File: src/rtl/scl_div_pkg.sv
package scl_div_pkg;

    localparam int CTL_W    = 8;
    localparam int N_W      = 3;
    localparam int M_W      = 4;
    localparam int BASE_DIV = 10;
    localparam int NUM_PH   = 4;

    localparam int PRE_W   = (1 << N_W) - 1;
    localparam int PER_MAX = BASE_DIV * (1 << M_W);
    localparam int CNT_W   = $clog2(PER_MAX + 1);

    typedef struct packed {
        logic [M_W-1:0] mult;
        logic [N_W-1:0] pow;
    } clk_cfg_t;

    typedef enum logic [1:0] {
        PH_FALL    = 2'd0,
        PH_MIDLOW  = 2'd1,
        PH_RISE    = 2'd2,
        PH_MIDHIGH = 2'd3
    } phase_e;

    function automatic clk_cfg_t cfg_from_byte(input logic [CTL_W-1:0] b);
        return clk_cfg_t'(b[N_W+M_W-1:0]);
    endfunction

    function automatic logic [CTL_W-1:0] cfg_to_byte(input clk_cfg_t c);
        return {{(CTL_W-N_W-M_W){1'b0}}, c};
    endfunction

    function automatic logic [PRE_W-1:0] pre_limit(input logic [N_W-1:0] p);
        return PRE_W'((1 << p) - 1);
    endfunction

    function automatic logic [CNT_W-1:0] half_len(input logic [M_W-1:0] m);
        return CNT_W'((BASE_DIV / 2) * (int'(m) + 1));
    endfunction

endpackage

File: src/rtl/scl_cfg_reg.sv
module scl_cfg_reg
    import scl_div_pkg::*;
#(
    parameter logic [CTL_W-1:0] RST_CTL = '0
) (
    input  logic             clk,
    input  logic             rst,
    input  logic             en,
    input  logic             wr,
    input  logic [CTL_W-1:0] wdata,
    input  logic             apply,
    output logic [CTL_W-1:0] rdata,
    output clk_cfg_t         active
);

    clk_cfg_t pending;

    always_ff @(posedge clk) begin
        if (rst) begin
            pending <= cfg_from_byte(RST_CTL);
            active  <= cfg_from_byte(RST_CTL);
        end else begin
            if (wr) begin
                pending <= cfg_from_byte(wdata);
            end
            if (!en || apply) begin
                active <= pending;
            end
        end
    end

    assign rdata = cfg_to_byte(pending);

    AST_ACTIVE_HOLD: assert property (@(posedge clk) disable iff (rst)
        (en && !apply) |=> $stable(active));

endmodule

File: src/rtl/scl_prescaler.sv
module scl_prescaler
    import scl_div_pkg::*;
(
    input  logic           clk,
    input  logic           rst,
    input  logic           en,
    input  logic [N_W-1:0] pow,
    output logic           tick
);

    logic [PRE_W-1:0] cnt;
    logic [PRE_W-1:0] lim;

    assign lim  = pre_limit(pow);
    assign tick = en && (cnt == lim);

    always_ff @(posedge clk) begin
        if (rst || !en) begin
            cnt <= '0;
        end else if (tick) begin
            cnt <= '0;
        end else begin
            cnt <= cnt + 1'b1;
        end
    end

    AST_PRE_BOUND: assert property (@(posedge clk) disable iff (rst)
        cnt <= lim);

endmodule

File: src/rtl/scl_phase_gen.sv
module scl_phase_gen
    import scl_div_pkg::*;
(
    input  logic              clk,
    input  logic              rst,
    input  logic              en,
    input  logic              tick,
    input  logic [M_W-1:0]    mult,
    output logic [NUM_PH-1:0] phase_stb,
    output logic              scl_high,
    output logic              period_end
);

    logic [CNT_W-1:0] cnt;
    logic [CNT_W-1:0] half;
    logic [CNT_W-1:0] qtr;
    logic [CNT_W-1:0] last;
    logic [CNT_W-1:0] pts [NUM_PH];

    assign half = half_len(mult);
    assign qtr  = half >> 1;
    assign last = (half << 1) - 1'b1;

    always_comb begin
        pts[PH_FALL]    = last;
        pts[PH_MIDLOW]  = qtr - 1'b1;
        pts[PH_RISE]    = half - 1'b1;
        pts[PH_MIDHIGH] = half + qtr - 1'b1;
    end

    for (genvar g = 0; g < NUM_PH; g++) begin : g_stb
        assign phase_stb[g] = tick && (cnt == pts[g]);
    end

    assign period_end = phase_stb[PH_FALL];
    assign scl_high   = (cnt >= half);

    always_ff @(posedge clk) begin
        if (rst || !en) begin
            cnt <= '0;
        end else if (tick) begin
            cnt <= (cnt == last) ? '0 : cnt + 1'b1;
        end
    end

    AST_CNT_BOUND: assert property (@(posedge clk) disable iff (rst)
        cnt <= last);
    AST_PH_ONEHOT: assert property (@(posedge clk) disable iff (rst)
        $onehot0(phase_stb));
    AST_PH_ON_TICK: assert property (@(posedge clk) disable iff (rst)
        (phase_stb != '0) |-> tick);
    AST_SCL_RISE: assert property (@(posedge clk) disable iff (rst)
        $rose(scl_high) |-> $past(phase_stb[PH_RISE]));
    AST_SCL_FALL: assert property (@(posedge clk) disable iff (rst)
        ($fell(scl_high) && $past(en)) |-> $past(phase_stb[PH_FALL]));

endmodule

File: src/rtl/scl_clk_div.sv
module scl_clk_div
    import scl_div_pkg::*;
#(
    parameter logic [7:0] RST_CTL = 8'h00
) (
    input  logic       clk,
    input  logic       rst,
    input  logic       en,
    input  logic       ctl_wr,
    input  logic [7:0] ctl_wdata,
    output logic [7:0] ctl_rdata,
    output logic       smp_tick,
    output logic [3:0] phase_stb,
    output logic       scl_high
);

    clk_cfg_t active;
    logic     period_end;

    scl_cfg_reg #(.RST_CTL(RST_CTL)) u_cfg (
        .clk    (clk),
        .rst    (rst),
        .en     (en),
        .wr     (ctl_wr),
        .wdata  (ctl_wdata),
        .apply  (period_end),
        .rdata  (ctl_rdata),
        .active (active)
    );

    scl_prescaler u_pre (
        .clk  (clk),
        .rst  (rst),
        .en   (en),
        .pow  (active.pow),
        .tick (smp_tick)
    );

    scl_phase_gen u_ph (
        .clk        (clk),
        .rst        (rst),
        .en         (en),
        .tick       (smp_tick),
        .mult       (active.mult),
        .phase_stb  (phase_stb),
        .scl_high   (scl_high),
        .period_end (period_end)
    );

    AST_IDLE_NO_TICK: assert property (@(posedge clk) disable iff (rst)
        !en |-> (!smp_tick && phase_stb == '0));
    AST_IDLE_SCL_LOW: assert property (@(posedge clk) disable iff (rst)
        ($past(!en) && !en) |-> !scl_high);
    AST_WR_READBACK: assert property (@(posedge clk) disable iff (rst)
        ctl_wr |=> (ctl_rdata == {1'b0, $past(ctl_wdata[6:0])}));

endmodule

File: config.mk
export PLATFORM = sky130hd
export DESIGN_NAME = scl_clk_div
export DESIGN_NICKNAME = d
export VERILOG_FILES = /design/src/rtl/scl_div_pkg.sv /design/src/rtl/scl_cfg_reg.sv /design/src/rtl/scl_prescaler.sv /design/src/rtl/scl_phase_gen.sv /design/src/rtl/scl_clk_div.sv
export SDC_FILE = /design/constraint.sdc
export NUM_CORES = 1
export LEC_CHECK = 0
export BUFFER_PORTS_ARGS = -buffer_cell sky130_fd_sc_hd__buf_4
export CORE_AREA = 3 3 99 101
export CTS_CLUSTER_SIZE = 8
export DETAILED_ROUTE_END_ITERATION = 6
export DIE_AREA = 0 0 102 104
export GPL_TIMING_DRIVEN = 0
export SYNTH_ARGS = -nofsm -noshare
export SYNTH_HDL_FRONTEND = slang
export SYNTH_SLANG_ARGS = --single-unit
File: constraint.sdc
create_clock -name clk -period 8.2 [get_ports clk]
set_input_delay 1.23 -clock clk [delete_from_list [all_inputs] [get_ports clk]]
set_output_delay 1.23 -clock clk [all_outputs]
set_load 0.01 [all_outputs]
==> summary.txt, run 1 <==
Setup path
  • Crit Path Class: reg -> out
  • Setup crit start: u_cfg.active[3]
  • Worst path required time: 6970 ps
  • R2r endpoint: u_cfg.active[5]
  • Reg2reg setup slack: 4280 ps
  • Critical Path End Type: output port
  • CP arrival: 4550 ps
  • Reg2Reg Depth: 12
  • R2R Path Start: u_cfg.active[3]
  • Crit start category: flip-flop
  • CP Max Fanout: 8

STA
  • Final-report hold violation count: 0
  • Final worst slack: 2420 ps
  • Final setup vio count: 0
  • Final cycle utilization of the critical path: 0.704
  • Relative slew slack: 0.625
  • Minimum clock period: 5780 ps
  • Fmax: 0.173 GHz
  • Setup Skew: 5.39 ps
  • Slew Viols, Final: 0
  • Least-Margin Pin Slew: 558 ps
  • RSZ-0062 raised after global routing: false
  • Total negative setup slack: 0 ps
  • Final hold slack: 493 ps

Power and ir drop
  • Power per cell area: 141 nW/um^2
  • VDD IR max: 0.0919 mV
  • Leakage power: 0.00136 uW
  • Overall Power: 436 uW

Floorplanning
  • Core ar.: 9110 sq um
  • Die width: 102 um
  • Starting Density: 0.293
  • Core Rows: 35
  • # IOs: 26
  • Die area: 10600 sq um
  • Die H: 104 um

GRT
  • First-pass GRT wire length: 9.56 mm
  • GRT overflow: 0
  • Largest net degree at the start of global routing: 11
  • Vias in the first global route: 2079
  • Tot GR Track Use: 0.109
  • Antenna violations before repair: 0

Synth
  • Post-Syn Area: 2670 sq um
  • Register area share after synthesis: 0.217
  • Ys Warns: 0
  • Post-synth EDFFs: 0
  • Async SR Flop Fraction: 0
  • Cell taking the most area after synthesis: dfxtp_1
  • Post-synth cell types: 45
  • Mapped Cells: 306
  • Synthesis-stage register bit count: 29
  • Synth area leaders: dfxtp_1 (22%), xnor2_1 (14%), ha_1 (14%), xor2_1 (5.6%), mux2i_1 (5.2%)
  • Avg Cell Area, Syn: 8.73 sq um
  • Most used flip-flop cell after synthesis: dfxtp_1
  • Top cell type's share of synthesized area: 0.217
  • Syn nets: 349

Detailed routing
  • Total Wirelength: 5.46 mm
  • Vias: 2046
  • Highest routed layer: met4
  • Pre-antenna DRT Iters: 4
  • Routed metal-1 wirelength: 2.70 mm
  • Wire per inst: 12.2 um
  • # DRC: 0
  • Met2 routed WL: 2.54 mm
  • Met3 wire len: 166 um
  • Post-route ant nets: 0
  • Via-to-Cell Ratio: 4.58
  • Starting DRT DRC Count: 50

Worst hold path
  • Worst Hold End: u_cfg.active[6]
  • Min-Delay Path Class: reg -> reg
  • Worst Hold Launch: u_cfg.rdata[6]
  • Hold path depth: 2

Placed design
  • GPL Wtd Cong: 0.834
  • Port Buffers: 22
  • Hpwl dp: 4.43 mm
  • Pre-CTS setup slack: 2690 ps
  • Post-place instance area: 2980 sq um

Layout
  • Leading cell type in the layout, fill and taps excluded: xnor2_1
  • Layout cells sized above 1: 0.140
  • Diodes inserted: 0
  • Most frequent cells in the layout: xnor2_1 (42), ha_1 (29), dfxtp_1 (29)
  • Total Nets Final: 378
  • Area growth syn-to-layout: 15.9%
  • Layout Cell Area excl Fill: 3100 sq um
  • Fill cells: 980

Clock network
  • Post-CTS Hold Fix Bufs: 0
  • Worst-path clk slew: 70 ps
  • H-tree levels: 2
  • Root Driver: clkbuf_8
  • CTS resizes: 0
  • Number of CTS-inserted buffers: 5
  • Worst skew pair latency: 280 ps
  • Setup bufs post-CTS: 0
  • TritonCTS clock tree: done
  • Clock sinks: 29
  • Clock tree buffer depth: 2

Job
  • Max-Cap Viols: 0

Status
  • Status: complete, no violations
## through the flow
step,utilization,std cells
final,0.340,447
after detailed placement,0.327,439
after floorplan,-,306
after global placement,0.327,439
after global routing,0.340,447
after CTS,0.340,447
## area by class of cell
cell class	instances	area [sq um]	share of cell area
Sequential cell	29	581	0.188
Tap cell	111	139	0.0449
Timing Repair Buffer	22	165	0.0534
Clock inverter	2	37.5	0.0121
Buffer	15	75.1	0.0243
Inverter	25	93.8	0.0303
Clock buffer	6	82.6	0.0267
Multi-Input combinational cell	237	1920	0.621
## state kept, by name, summed over array words and instances (netlist names)
register / count
u_pre.cnt: 7
u_ph.cnt: 8
u_cfg.active: 7
u_cfg.rdata: 7
## synthesized netlist by cell type (all sizes together) (3+ instances only)
| cell | count |
|---|---|
| xnor2 | 46 |
| dfxtp | 29 |
| ha | 29 |
| nor2 | 28 |
| inv | 24 |
| nand2b | 20 |
| xor2 | 17 |
| mux2i | 14 |
| a21oi | 13 |
| clkbuf | 9 |
| a21o | 8 |
| nand3 | 8 |
| nand4 | 7 |
| buf | 6 |
| nand2 | 6 |
| and3 | 5 |
| nor3 | 4 |
| nor4 | 3 |
| o21ai | 3 |
| xnor3 | 3 |
## per-layer routing
metal	GRT usage	vias to the layer above
li1	-	1073
met1	0.144	939
met2	0.180	29
met3	0.0228	5
met4	0.0262	0
met5	0	-
## critical path, stage by stage (launching register included)
cell      delay [ps]
dfxtp_1          510
ha_1             380
ha_1             320
ha_1             230
fa_1             600
clkinv_1         310
ha_1             390
inv_1             40
ha_1             310
a21o_1           200
a21oi_1          230
xnor2_1          150
and3_1           170
nand3_1           80
nor3_1           200
buf_4            150
## cell families (layout without fill, tap and decap cells)
group	Yosys count	after routing	synth area share
muxes	14	14	0.0525
adders and majority gates	32	32	0.155
buffers and inverters	40	70	0.0632
and+or+nand+nor	88	88	0.173
AOI/OAI and AO/OA	36	36	0.0899
xor gates and xnor gates	66	66	0.247
DFF	29	29	0.217
other	1	1	0.00140
## how the worst max path moves through the flow
stage | end | depth (start not counted) | slack (ps)
finish | phase_stb[3] | 15 | 2420
floorplan | phase_stb[3] | 14 | 3180
global route | phase_stb[3] | 15 | 2040
CTS | phase_stb[3] | 15 | 2350
detailed placement | phase_stb[3] | 15 | 2690
global placement | phase_stb[3] | 15 | 2750
## where the power goes
part           internal (uW)  total, uW  leakage, uW  switching (uW)
logic                   65.8        131      0.00107            65.2
registers                145        150     0.000236            5.25
clock network           98.7        155    0.0000574            56.1
total                    309        436      0.00136             127
Note: power is estimated with default switching activity, not from simulation.
==> run 2, diff against run 1 <==
==> constraint.sdc (replaced) <==
create_clock -name clk -period 5 [get_ports clk]
set_input_delay 0.75 -clock clk [delete_from_list [all_inputs] [get_ports clk]]
set_output_delay 0.75 -clock clk [all_outputs]
set_load 0.01 [all_outputs]
==> summary.txt, run 2 (synthesis results as in run 1) <==
Setup path
  • Critical Path End Type: output port
  • R2R Path Start: u_cfg.active[3]
  • CP arrival: 3990 ps (-560 ps)
  • Reg2Reg Depth: 13 (+1)
  • Crit-path slowest cell: fa_2
  • Crit Path Class: reg -> out
  • Setup crit start: u_cfg.active[3]
  • CP peak stage delay: 610 ps (about the same)
  • R2r endpoint: u_cfg.active[5]
  • CP Capture Point: phase_stb[3]
  • Reg2reg setup slack: 1570 ps (-2710 ps)
  • CP Max Fanout: 8 (unchanged)
  • Worst path required time: 4250 ps (-2720 ps)
  • Crit start category: flip-flop
  • Cell repeated most along the worst path: ha_1
  • Crit-path cells: nand3_1, xnor2_2, ha_1, ha_1, fa_2, clkinv_4, ha_1, inv_1, ha_1, a21o_1, a21oi_2, xnor2_1, and3_1, nand3_1, nor3_2, buf_4

Layout
  • Most frequent cells in the layout: xnor2_1 (41), nor2_1 (28), ha_1 (27), buf_4 (27), dfxtp_1 (26)
  • Layout cells sized above 1: 0.180 (+0.0401)
  • Diodes inserted: 0 (unchanged)
  • Max FFs per register: 8 (unchanged)
  • Total Nets Final: 381 (+0.79%)
  • Post-route insts no fill: 450 (+0.67%)
  • Leading cell type in the layout, fill and taps excluded: xnor2_1
  • Area growth syn-to-layout: 18.8%
  • Largest Register: u_ph.cnt
  • Fill cells: 967 (-1.3%)
  • Layout Cell Area excl Fill: 3170 sq um (+2.5%)

Floorplanning
  • Starting Density: 0.293 (unchanged)
  • # IOs: 26 (unchanged)
  • Die H: 104 um (unchanged)
  • Die area: 10600 sq um (unchanged)
  • Core ar.: 9110 sq um (unchanged)
  • Core Rows: 35 (unchanged)
  • Die width: 102 um (unchanged)

Placed design
  • Placed Cells: 439 (unchanged)
  • Port Buffers: 22 (unchanged)
  • Pre-CTS setup slack: -29.6 ps (-2720 ps)
  • Hpwl dp: 4.43 mm (unchanged)
  • Post-place instance area: 2980 sq um (unchanged)
  • GPL Wtd Cong: 0.834 (unchanged)

Detailed routing
  • Met3 wire len: 187 um (+13%)
  • Routed metal-1 wirelength: 2.70 mm (about the same)
  • Via-to-Cell Ratio: 4.61 (+0.79%)
  • Highest routed layer: met4
  • Wire per inst: 12.3 um (+0.72%)
  • Post-route ant nets: 0 (unchanged)
  • Met2 routed WL: 2.60 mm (+2.2%)
  • Pre-antenna DRT Iters: 4 (unchanged)
  • Starting DRT DRC Count: 49 (-2.0%)
  • Vias: 2076 (+1.5%)
  • # DRC: 0 (unchanged)
  • Total Wirelength: 5.54 mm (+1.4%)

Power and ir drop
  • Clk pwr share: 0.352 (-0.003)
  • Net switching power: 211 uW (+67%)
  • Power per cell area: 228 nW/um^2 (+62%)
  • VDD IR max: 0.150 mV (+64%)
  • Switching Fraction: 0.293 (+0.00252)
  • Leakage power: 0.00139 uW (+1.5%)
  • Logic pwr share: 0.307 (+0.007)
  • Overall Power: 722 uW (+66%)
  • Internal power: 511 uW (+65%)
  • Seq pwr share: 0.341 (-0.004)

GRT
  • GRT overflow: 0 (unchanged)
  • First-pass GRT wire length: 9.58 mm (+0.22%)
  • Antenna violations before repair: 0 (unchanged)
  • Vias in the first global route: 2083 (+0.19%)
  • Tot GR Track Use: 0.109 (+0.000287)
  • Largest net degree at the start of global routing: 11 (unchanged)

STA
  • Minimum clock period: 4740 ps
  • Relative slew slack: 0.627 (+0.00128)
  • Final setup vio count: 0 (unchanged)
  • Final worst slack: 264 ps (-2160 ps)
  • Final-report hold violation count: 0 (unchanged)
  • Setup Skew: 5.58 ps (+0.194 ps)
  • Fmax: 0.211 GHz
  • Slew Viols, Final: 0 (unchanged)
  • RSZ-0062 raised after global routing: false
  • Final cycle utilization of the critical path: 0.947
  • Least-Margin Pin Slew: 556 ps (-1.91 ps)

Clock network
  • Root Driver: clkbuf_8
  • Number of CTS-inserted buffers: 5 (unchanged)
  • TritonCTS clock tree: done
  • Clock sinks: 29 (unchanged)
  • Post-CTS Hold Fix Bufs: 0 (unchanged)
  • Clock tree buffer depth: 2 (unchanged)
  • Worst skew pair latency: 280 ps (about the same)
  • H-tree levels: 2 (unchanged)
  • Worst-path clk slew: 70 ps (about the same)

Job
  • Max-Cap Viols: 0 (unchanged)

Worst hold path
  • Min-Delay Path Class: reg -> reg

Status
  • Status: complete, no violations
[run 2: cell count changes in the layout (fill, tap and decap cells not counted), moves of 2 or more]
cell	change
buf_4	+3
dfxtp_1	-3
dfxtp_4	+2
ha_1	-2
[run 2: worst min path at each step]
stage	slack, ps	start	to	cells past startpoint
floorplan	460	u_pre.cnt[0]	u_pre.cnt[0]	1
CTS	500	u_cfg.rdata[6]	u_cfg.active[6]	2
detailed placement	490	u_cfg.rdata[6]	u_cfg.active[6]	2
global placement	480	u_cfg.rdata[2]	u_cfg.active[2]	2
finish	490	u_cfg.rdata[6]	u_cfg.active[6]	2
global route	530	u_cfg.rdata[3]	u_cfg.active[3]	2
[run 2: per-layer routing]
| layer | global-route usage | up-vias |
|---|---|---|
| met1 | 0.144 | 961 |
| met5 | 0 | - |
| met2 | 0.180 | 29 |
| met3 | 0.0228 | 5 |
| li1 | - | 1081 |
| met4 | 0.0262 | 0 |
[run 2: layout make-up]
cell class                      instances  area, sq um  area share
Buffer                                 15         75.1      0.0237
Clock buffer                            6         82.6      0.0260
Clock inverter                          2         37.5      0.0118
Inverter                               25         98.8      0.0312
Multi-Input combinational cell        237         1960       0.619
Sequential cell                        29          589       0.186
Tap cell                              111          139      0.0438
Timing Repair Buffer                   25          188      0.0591
[run 2: repair_timing]
item	4_1_cts	5_1_grt
resized for setup	4	11
setup buffers	0	3
pin swaps	0	1
setup endpoints to repair	1	1
[run 2: metrics by stage]
step	utilization	hold WS (ps)	TNS, ps
global route	0.348	534	0
CTS	0.341	502	0
finish	0.348	493	0
floorplan	-	461	0
detailed placement	0.327	490	-29.6
global placement	0.327	481	0
[run 2: worst max-delay path, delay by kind of cell, from the launching register on]
kind / cells / cell delay, ps
compound gates: 2 / 390
xor+xnor: 2 / 310
fa+ha+maj: 5 / 1750
buf+inv: 3 / 290
flops: 1 / 400
simple gates: 4 / 590
[run 2: power by group through the flow]
stage / combinational (uW) / sequential (uW) / clock (uW)
2_1_floorplan: 169 / 251 / 0
3_3_place_gp: 208 / 251 / 0
3_5_place_dp: 215 / 252 / 0
4_1_cts: 217 / 246 / 262
5_1_grt: 249 / 247 / 271
6_report: 222 / 246 / 254
